$ cat src/rtl/pg_pkg.sv
package pg_pkg;
    localparam int DW       = 8;
    localparam int SLOT_W   = 4;
    localparam int WIN_AW   = 14;
    localparam int MAIN_AW  = 15;

    typedef struct packed {
        logic [SLOT_W-1:0] slot;
        logic              ovl;
        logic [DW-1:0]     ramsel;
        logic [DW-1:0]     shadow;
    } pg_regs_t;

    typedef enum logic [2:0] {
        GRP_BANK   = 3'd0,
        GRP_RAMSEL = 3'd1,
        GRP_SHADOW = 3'd2
    } pg_grp_e;
endpackage

$ cat src/rtl/pg_regfile.sv
module pg_regfile
    import pg_pkg::*;
#(
    parameter int OVL_BIT = 7
) (
    input  logic            clk,
    input  logic            rst_n,
    input  logic            reg_wr,
    input  logic [3:0]      reg_addr,
    input  logic [DW-1:0]   reg_wdata,
    output pg_regs_t        regs
);
    pg_regs_t regs_q;
    pg_regs_t regs_d;

    always_comb begin
        regs_d = regs_q;
        if (reg_wr) begin
            unique case (reg_addr[3:1])
                GRP_BANK: begin
                    regs_d.slot = reg_wdata[SLOT_W-1:0];
                    regs_d.ovl  = reg_wdata[OVL_BIT];
                end
                GRP_RAMSEL: regs_d.ramsel = reg_wdata;
                GRP_SHADOW: regs_d.shadow = reg_wdata;
                default: ;
            endcase
        end
    end

    always_ff @(posedge clk) begin
        if (!rst_n) begin
            regs_q <= '0;
        end else begin
            regs_q <= regs_d;
        end
    end

    assign regs = regs_q;
endmodule

$ cat src/rtl/pg_window.sv
module pg_window
    import pg_pkg::*;
#(
    parameter int MB_SLOTS    = 4,
    parameter int RAM_SLOT_LO = 14,
    parameter int OVL_BOUND   = 'h2000
) (
    input  pg_regs_t              regs,
    input  logic                  win_cs,
    input  logic                  win_we,
    input  logic [WIN_AW-1:0]     win_addr,
    output logic [DW-1:0]         win_rdata,
    output logic [SLOT_W-1:0]     sock_sel,
    output logic [WIN_AW:0]       rom_addr,
    output logic                  rom_we,
    input  logic [DW-1:0]         rom_rdata,
    input  logic [(1<<SLOT_W)-1:0] sock_present,
    output logic [SLOT_W+WIN_AW-1:0] dflt_addr,
    input  logic [DW-1:0]         dflt_rdata,
    output logic                  bram_en,
    output logic                  bram_we,
    output logic [WIN_AW:0]       bram_addr,
    input  logic [DW-1:0]         bram_rdata
);
    localparam logic [SLOT_W-1:0] MB_TOP   = SLOT_W'(MB_SLOTS);
    localparam logic [SLOT_W-1:0] RAM_LO   = SLOT_W'(RAM_SLOT_LO);
    localparam logic [DW-1:0]     RAM_PAIR = DW'(RAM_SLOT_LO);
    localparam logic [WIN_AW-1:0] OVL_TOP  = WIN_AW'(OVL_BOUND);

    logic slot_is_mb, slot_is_ram, ovl_hit, ram_wsel;

    always_comb begin
        slot_is_mb  = regs.slot < MB_TOP;
        slot_is_ram = regs.slot >= RAM_LO;
        ovl_hit     = regs.ovl && (win_addr < OVL_TOP);
        ram_wsel    = regs.ramsel[DW-1:1] == RAM_PAIR[DW-1:1];

        sock_sel  = slot_is_mb ? regs.slot : {regs.slot[SLOT_W-1:1], 1'b0};
        rom_addr  = {slot_is_mb ? 1'b0 : regs.slot[0], win_addr};
        dflt_addr = {regs.slot, win_addr};

        win_rdata = '1;
        rom_we    = 1'b0;
        bram_en   = 1'b0;
        bram_we   = 1'b0;
        bram_addr = {1'b0, win_addr};

        if (win_cs) begin
            if (ovl_hit) begin
                bram_en   = 1'b1;
                bram_we   = win_we;
                bram_addr = {1'b0, win_addr};
                win_rdata = bram_rdata;
            end else begin
                if (slot_is_ram) begin
                    bram_en   = 1'b1;
                    bram_addr = {regs.slot[0], win_addr};
                    win_rdata = bram_rdata;
                end else begin
                    rom_we    = win_we;
                    win_rdata = sock_present[sock_sel] ? rom_rdata : dflt_rdata;
                end
                if (win_we && ram_wsel) begin
                    bram_en   = 1'b1;
                    bram_we   = 1'b1;
                    bram_addr = {regs.ramsel[0], win_addr};
                end
            end
        end
    end
endmodule

$ cat src/rtl/pg_main.sv
module pg_main
    import pg_pkg::*;
#(
    parameter int SHADOW_BIT   = 7,
    parameter int SHADOW_BOUND = 'h2000
) (
    input  pg_regs_t             regs,
    input  logic                 go,
    input  logic                 main_we,
    input  logic [MAIN_AW-1:0]   main_addr,
    output logic [DW-1:0]        main_rdata,
    input  logic [DW-1:0]        mbram_rdata,
    input  logic [DW-1:0]        bram_rdata,
    output logic                 bram_en,
    output logic                 bram_we,
    output logic                 mbram_we
);
    localparam logic [MAIN_AW-1:0] UPPER = MAIN_AW'(SHADOW_BOUND);

    logic upper, shadow_rd, ovl_wr;

    always_comb begin
        upper     = main_addr >= UPPER;
        shadow_rd = regs.shadow[SHADOW_BIT] && upper;
        ovl_wr    = regs.ovl && upper;

        main_rdata = '1;
        bram_en    = 1'b0;
        bram_we    = 1'b0;
        mbram_we   = 1'b0;
        if (go) begin
            if (main_we) begin
                bram_en  = ovl_wr;
                bram_we  = ovl_wr;
                mbram_we = !ovl_wr;
            end else begin
                bram_en    = shadow_rd;
                main_rdata = shadow_rd ? bram_rdata : mbram_rdata;
            end
        end
    end
endmodule

$ cat src/rtl/sideways_pager.sv
module sideways_pager
    import pg_pkg::*;
#(
    parameter int MB_SLOTS    = 4,
    parameter int RAM_SLOT_LO = 14,
    parameter int LOW_BOUND   = 'h2000
) (
    input  logic                        clk,
    input  logic                        rst_n,
    input  logic                        reg_wr,
    input  logic [3:0]                  reg_addr,
    input  logic [DW-1:0]               reg_wdata,
    input  logic                        win_cs,
    input  logic                        win_we,
    input  logic [WIN_AW-1:0]           win_addr,
    input  logic [DW-1:0]               win_wdata,
    output logic [DW-1:0]               win_rdata,
    input  logic                        main_cs,
    input  logic                        main_we,
    input  logic [MAIN_AW-1:0]          main_addr,
    input  logic [DW-1:0]               main_wdata,
    output logic [DW-1:0]               main_rdata,
    output logic [SLOT_W-1:0]           sock_sel,
    output logic [WIN_AW:0]             rom_addr,
    output logic                        rom_we,
    output logic [DW-1:0]               rom_wdata,
    input  logic [DW-1:0]               rom_rdata,
    input  logic [(1<<SLOT_W)-1:0]      sock_present,
    output logic [SLOT_W+WIN_AW-1:0]    dflt_addr,
    input  logic [DW-1:0]               dflt_rdata,
    output logic [MAIN_AW-1:0]          bram_addr,
    output logic                        bram_we,
    output logic [DW-1:0]               bram_wdata,
    input  logic [DW-1:0]               bram_rdata,
    output logic [MAIN_AW-1:0]          mbram_addr,
    output logic                        mbram_we,
    output logic [DW-1:0]               mbram_wdata,
    input  logic [DW-1:0]               mbram_rdata
);
    pg_regs_t          regs;
    logic              w_bram_en, w_bram_we, m_bram_en, m_bram_we;
    logic [WIN_AW:0]   w_bram_addr;
    logic              main_go;

    assign main_go = main_cs && !win_cs;

    pg_regfile u_regs (
        .clk       (clk),
        .rst_n     (rst_n),
        .reg_wr    (reg_wr),
        .reg_addr  (reg_addr),
        .reg_wdata (reg_wdata),
        .regs      (regs)
    );

    pg_window #(
        .MB_SLOTS    (MB_SLOTS),
        .RAM_SLOT_LO (RAM_SLOT_LO),
        .OVL_BOUND   (LOW_BOUND)
    ) u_win (
        .regs         (regs),
        .win_cs       (win_cs),
        .win_we       (win_we),
        .win_addr     (win_addr),
        .win_rdata    (win_rdata),
        .sock_sel     (sock_sel),
        .rom_addr     (rom_addr),
        .rom_we       (rom_we),
        .rom_rdata    (rom_rdata),
        .sock_present (sock_present),
        .dflt_addr    (dflt_addr),
        .dflt_rdata   (dflt_rdata),
        .bram_en      (w_bram_en),
        .bram_we      (w_bram_we),
        .bram_addr    (w_bram_addr),
        .bram_rdata   (bram_rdata)
    );

    pg_main #(
        .SHADOW_BOUND (LOW_BOUND)
    ) u_main (
        .regs        (regs),
        .go          (main_go),
        .main_we     (main_we),
        .main_addr   (main_addr),
        .main_rdata  (main_rdata),
        .mbram_rdata (mbram_rdata),
        .bram_rdata  (bram_rdata),
        .bram_en     (m_bram_en),
        .bram_we     (m_bram_we),
        .mbram_we    (mbram_we)
    );

    assign bram_addr   = w_bram_en ? MAIN_AW'(w_bram_addr) : main_addr;
    assign bram_we     = w_bram_we || m_bram_we;
    assign bram_wdata  = w_bram_en ? win_wdata : main_wdata;
    assign rom_wdata   = win_wdata;
    assign mbram_addr  = main_addr;
    assign mbram_wdata = main_wdata;

    logic unused_m_bram_en;
    assign unused_m_bram_en = m_bram_en;
endmodule

$ cat config.mk
export PLATFORM = sky130hd
export DESIGN_NAME = sideways_pager
export DESIGN_NICKNAME = d
export VERILOG_FILES = /design/src/rtl/pg_pkg.sv /design/src/rtl/pg_regfile.sv /design/src/rtl/pg_window.sv /design/src/rtl/pg_main.sv /design/src/rtl/sideways_pager.sv
export SDC_FILE = /design/constraint.sdc
export NUM_CORES = 1
export LEC_CHECK = 0
export BUFFER_PORTS_ARGS = -buffer_cell sky130_fd_sc_hd__clkbuf_2
export CORE_AREA = 2 2 86 88
export CTS_CLUSTER_DIAMETER = 80
export DETAILED_ROUTE_END_ITERATION = 8
export DIE_AREA = 0 0 88 90
export PLACE_DENSITY = 0.68
export RECOVER_POWER = 100
export SYNTH_ARGS = -nofsm -noshare
export SYNTH_HDL_FRONTEND = slang
export SYNTH_SLANG_ARGS = --single-unit
export TNS_END_PERCENT = 30
$ cat constraint.sdc
create_clock -name clk -period 2.6 [get_ports clk]
set_input_delay 0.26 -clock clk [delete_from_list [all_inputs] [get_ports clk]]
set_output_delay 0.26 -clock clk [all_outputs]
set_load 0.01 [all_outputs]
==> run_results.csv <==
group,metric,value,unit
run_status,status,"finished with violations",
run_status,violations,"max-capacitance violations, max-slew violations",
yosys,yosys-top-cells-count,"66 x buf_4, 23 x mux2i_1, 19 x mux2_4",
worst_setup_path,cp_num_buf_inv,1,
floorplan,coreArea,0.00702,mm2
sta,slew_headroom,-0.0217,
sta,tightest_slew,1.51,ns
placement,dp_hpwl,5.66,mm
floorplan,fp.dieW,88,um
drt,drc,0,
yosys,synth_top_area_share,0.259,
worst_setup_path,critPathMaxStageDelay,0.62,ns
pwr,seqPwrFrac,0.325,
floorplan,dieArea,0.00792,mm2
layout,drive_gt1_frac,0.396,
worst_setup_path,cp_cell_sequence,"mux4_1, mux4_2, mux2i_1, a21oi_1, clkbuf_1",
worst_setup_path,cp-start-kind,"flop",
yosys,syn_nets,328,
layout,largest_register_ff_count,14,
cts,cts_resized,0,
floorplan,die_y,90,um
floorplan,placementRows,31,
cts,cts-hold-fix-buffers,0,
drt,vias,1971,
placement,place_area,0.00262,mm2
grt,antenna_found_initial,0,
layout,diodes,0,
pwr,swShare,0.329,
cts,numCtsBuffers,3,
sta,hold_violations,0,
pwr,power.density,280,mW/mm2
grt,grt.total_usage,0.140,
drt,drtIter0Drc,52,
yosys,ys_top_cells_by_area,"buf_4 26%, mux2_4 15%, dfxtp_1 15%",
sta,finalSetupTns,0,ns
cts,htreeDepth,1,
cts,cts_tree,"yes",
drt,ant_nets,0,
worst_setup_path,cp_max_fo,8,
yosys,synth.largest_area_cell,"buf_4",
sta,finalSetupViolCount,0,
worst_setup_path,cp-end-kind,"output port",
worst_setup_path,critPathArrivalTime,2.25,ns
cts,clkLatencyLatePin,0.23,ns
sta,min_period_over_period,0.965,
cts,post-cts-setup-buffer-count,0,
grt,grt_first_pass_wirelength,8.97,mm
drt,first_pass_iters,4,
drt,wl_per_cell,13.8,um
cts,cts_buffer_depth,2,
layout,final_cell_area,0.00245,mm2
layout,fill_cells,834,
floorplan,ios,222,
cts,root_buffer,"clkbuf_8",
yosys,synth_area_per_cell,8.87,um2
hold_path,hold_path.class,"input port to flop",
grt,grt_max_degree,23,
run,maxCapViolCount,1,
pwr,switching_power,227,uW
sta,fmax,0.398,GHz
layout,final_nets,480,
pwr,internal_power,462,uW
yosys,async_flop_share,0,
drt,vias_per_cell,4.24,
floorplan,initial_core_util,0.273,
yosys,synth_cell_type_count,31,
worst_setup_path,crit_required,2.34,ns
yosys,ys_ff_latch,14,
grt,grt_pass1_vias,1829,
cts,cts.sinks,14,
pwr,clkPwrFrac,0.242,
yosys,synthCells,216,
placement,port_buffers,214,
cts,clk_pin_slew,0.05,ns
yosys,synth-edff-count,0,
sta,finalCriticalPeriod,2.51,ns
pwr,peakVddDrop,0.321,mV
yosys,synth_flop_cell,"dfxtp_1",
drt,routed_wl,6.40,mm
worst_setup_path,cp_slowest_cell,"mux4_2",
sta,fin_worst_skew,0,ns
sta,slew_violations,6,
yosys,netlist_area,0.00192,mm2
placement,gp_congestion,0.856,
yosys,synth_most_common_cell,"buf_4",
layout,synthToLayoutAreaGrowth,28.2,%
grt,overflow,0,
pwr,pwr-share-comb,0.433,
worst_setup_path,criticalPathCategory,"flop to output port",
yosys,ys_warn_count,0,
worst_setup_path,cp_top_family,"multiplexers",
yosys,ys_seq_area_frac,0.146,
pwr,p_leak,0.00112,uW
sta,rsz0062_at_grt,"false",
==> final timing paths <==
path,start,to,slack [ns],cells after the start
hold reg to reg,u_regs.regs[9]$_SDFFE_PN0P_,u_regs.regs[9]$_SDFFE_PN0P_,0.52,2
setup / recovery,u_regs.regs[17]$_SDFFE_PN0P_,win_rdata[5],0.09,5
setup reg to reg,u_regs.regs[17]$_SDFFE_PN0P_,u_regs.regs[17]$_SDFFE_PN0P_,1.76,3
hold / removal,reg_wdata[4],u_regs.regs[12]$_SDFFE_PN0P_,0.28,3
==> worst reg2reg max path, delay by kind of cell (launching register included) <==
kind / cells / cell delay [ns]
flops: 1 / 0.34
mux: 1 / 0.10
buf+inv: 1 / 0.20
simple gates: 1 / 0.14
==> cell usage in the layout, fill, tap and decap left out, drive strengths merged, types with 2 or more instances in the layout <==
cell	Yosys	final
buf	69	2
mux2i	23	23
nor3	2	2
mux4	2	2
o21ai	4	4
nor4bb	2	2
nor3b	2	2
nor2b	16	16
a21oi	8	8
clkbuf	2	219
nor2	9	9
nand2	17	17
o21a	2	2
dfxtp	14	14
mux2	25	25
nand3	8	8
==> kinds of logic after synthesis <==
family                 synth area share
AND/OR/NAND/NOR                   0.187
flip-flops                        0.146
buffers and inverters             0.282
AO/OA/AOI/OAI                    0.0542
multiplexers                      0.330
==> metrics by stage <==
| step | cells | hold WS (ns) | setup WS, ns | power (uW) | utilization |
|---|---|---|---|---|---|
| after floorplan | 216 | 0.388 | 0.465 | 435 | - |
| after global placement | 462 | 0.498 | 0.330 | 557 | 0.373 |
| after detailed placement | 462 | 0.510 | 0.307 | 560 | 0.373 |
| after CTS | 465 | 0.280 | 0.0498 | 730 | 0.379 |
| after global routing | 465 | 0.302 | 0.0129 | 734 | 0.350 |
| final | 465 | 0.282 | 0.0905 | 688 | 0.350 |
==> per-layer routing <==
metal  GRT usage  wire length (um)
met2       0.270              3330
met3      0.0110               419
met5           0                 0
met1       0.167              2650
met4      0.0192                 0
==> power groups by stage <==
stage	Combinational, uW	Clock (uW)	Sequential, uW
2_1_floorplan	208	0	227
3_3_place_gp	328	0	228
3_5_place_dp	332	0	229
4_1_cts	333	173	224
5_1_grt	325	184	225
6_report	298	167	224
==> area by class of cell <==
| cell class | instances | area, um2 | area share |
|---|---|---|---|
| sequential | 14 | 280 | 0.114 |
| multi-input combinational | 130 | 1020 | 0.415 |
| clock buffer | 3 | 41.3 | 0.0168 |
| timing repair buffer | 218 | 986 | 0.402 |
| tap | 99 | 124 | 0.0505 |
| inverter | 1 | 3.75 | 0.00153 |
(Power assumes the default switching activity.)
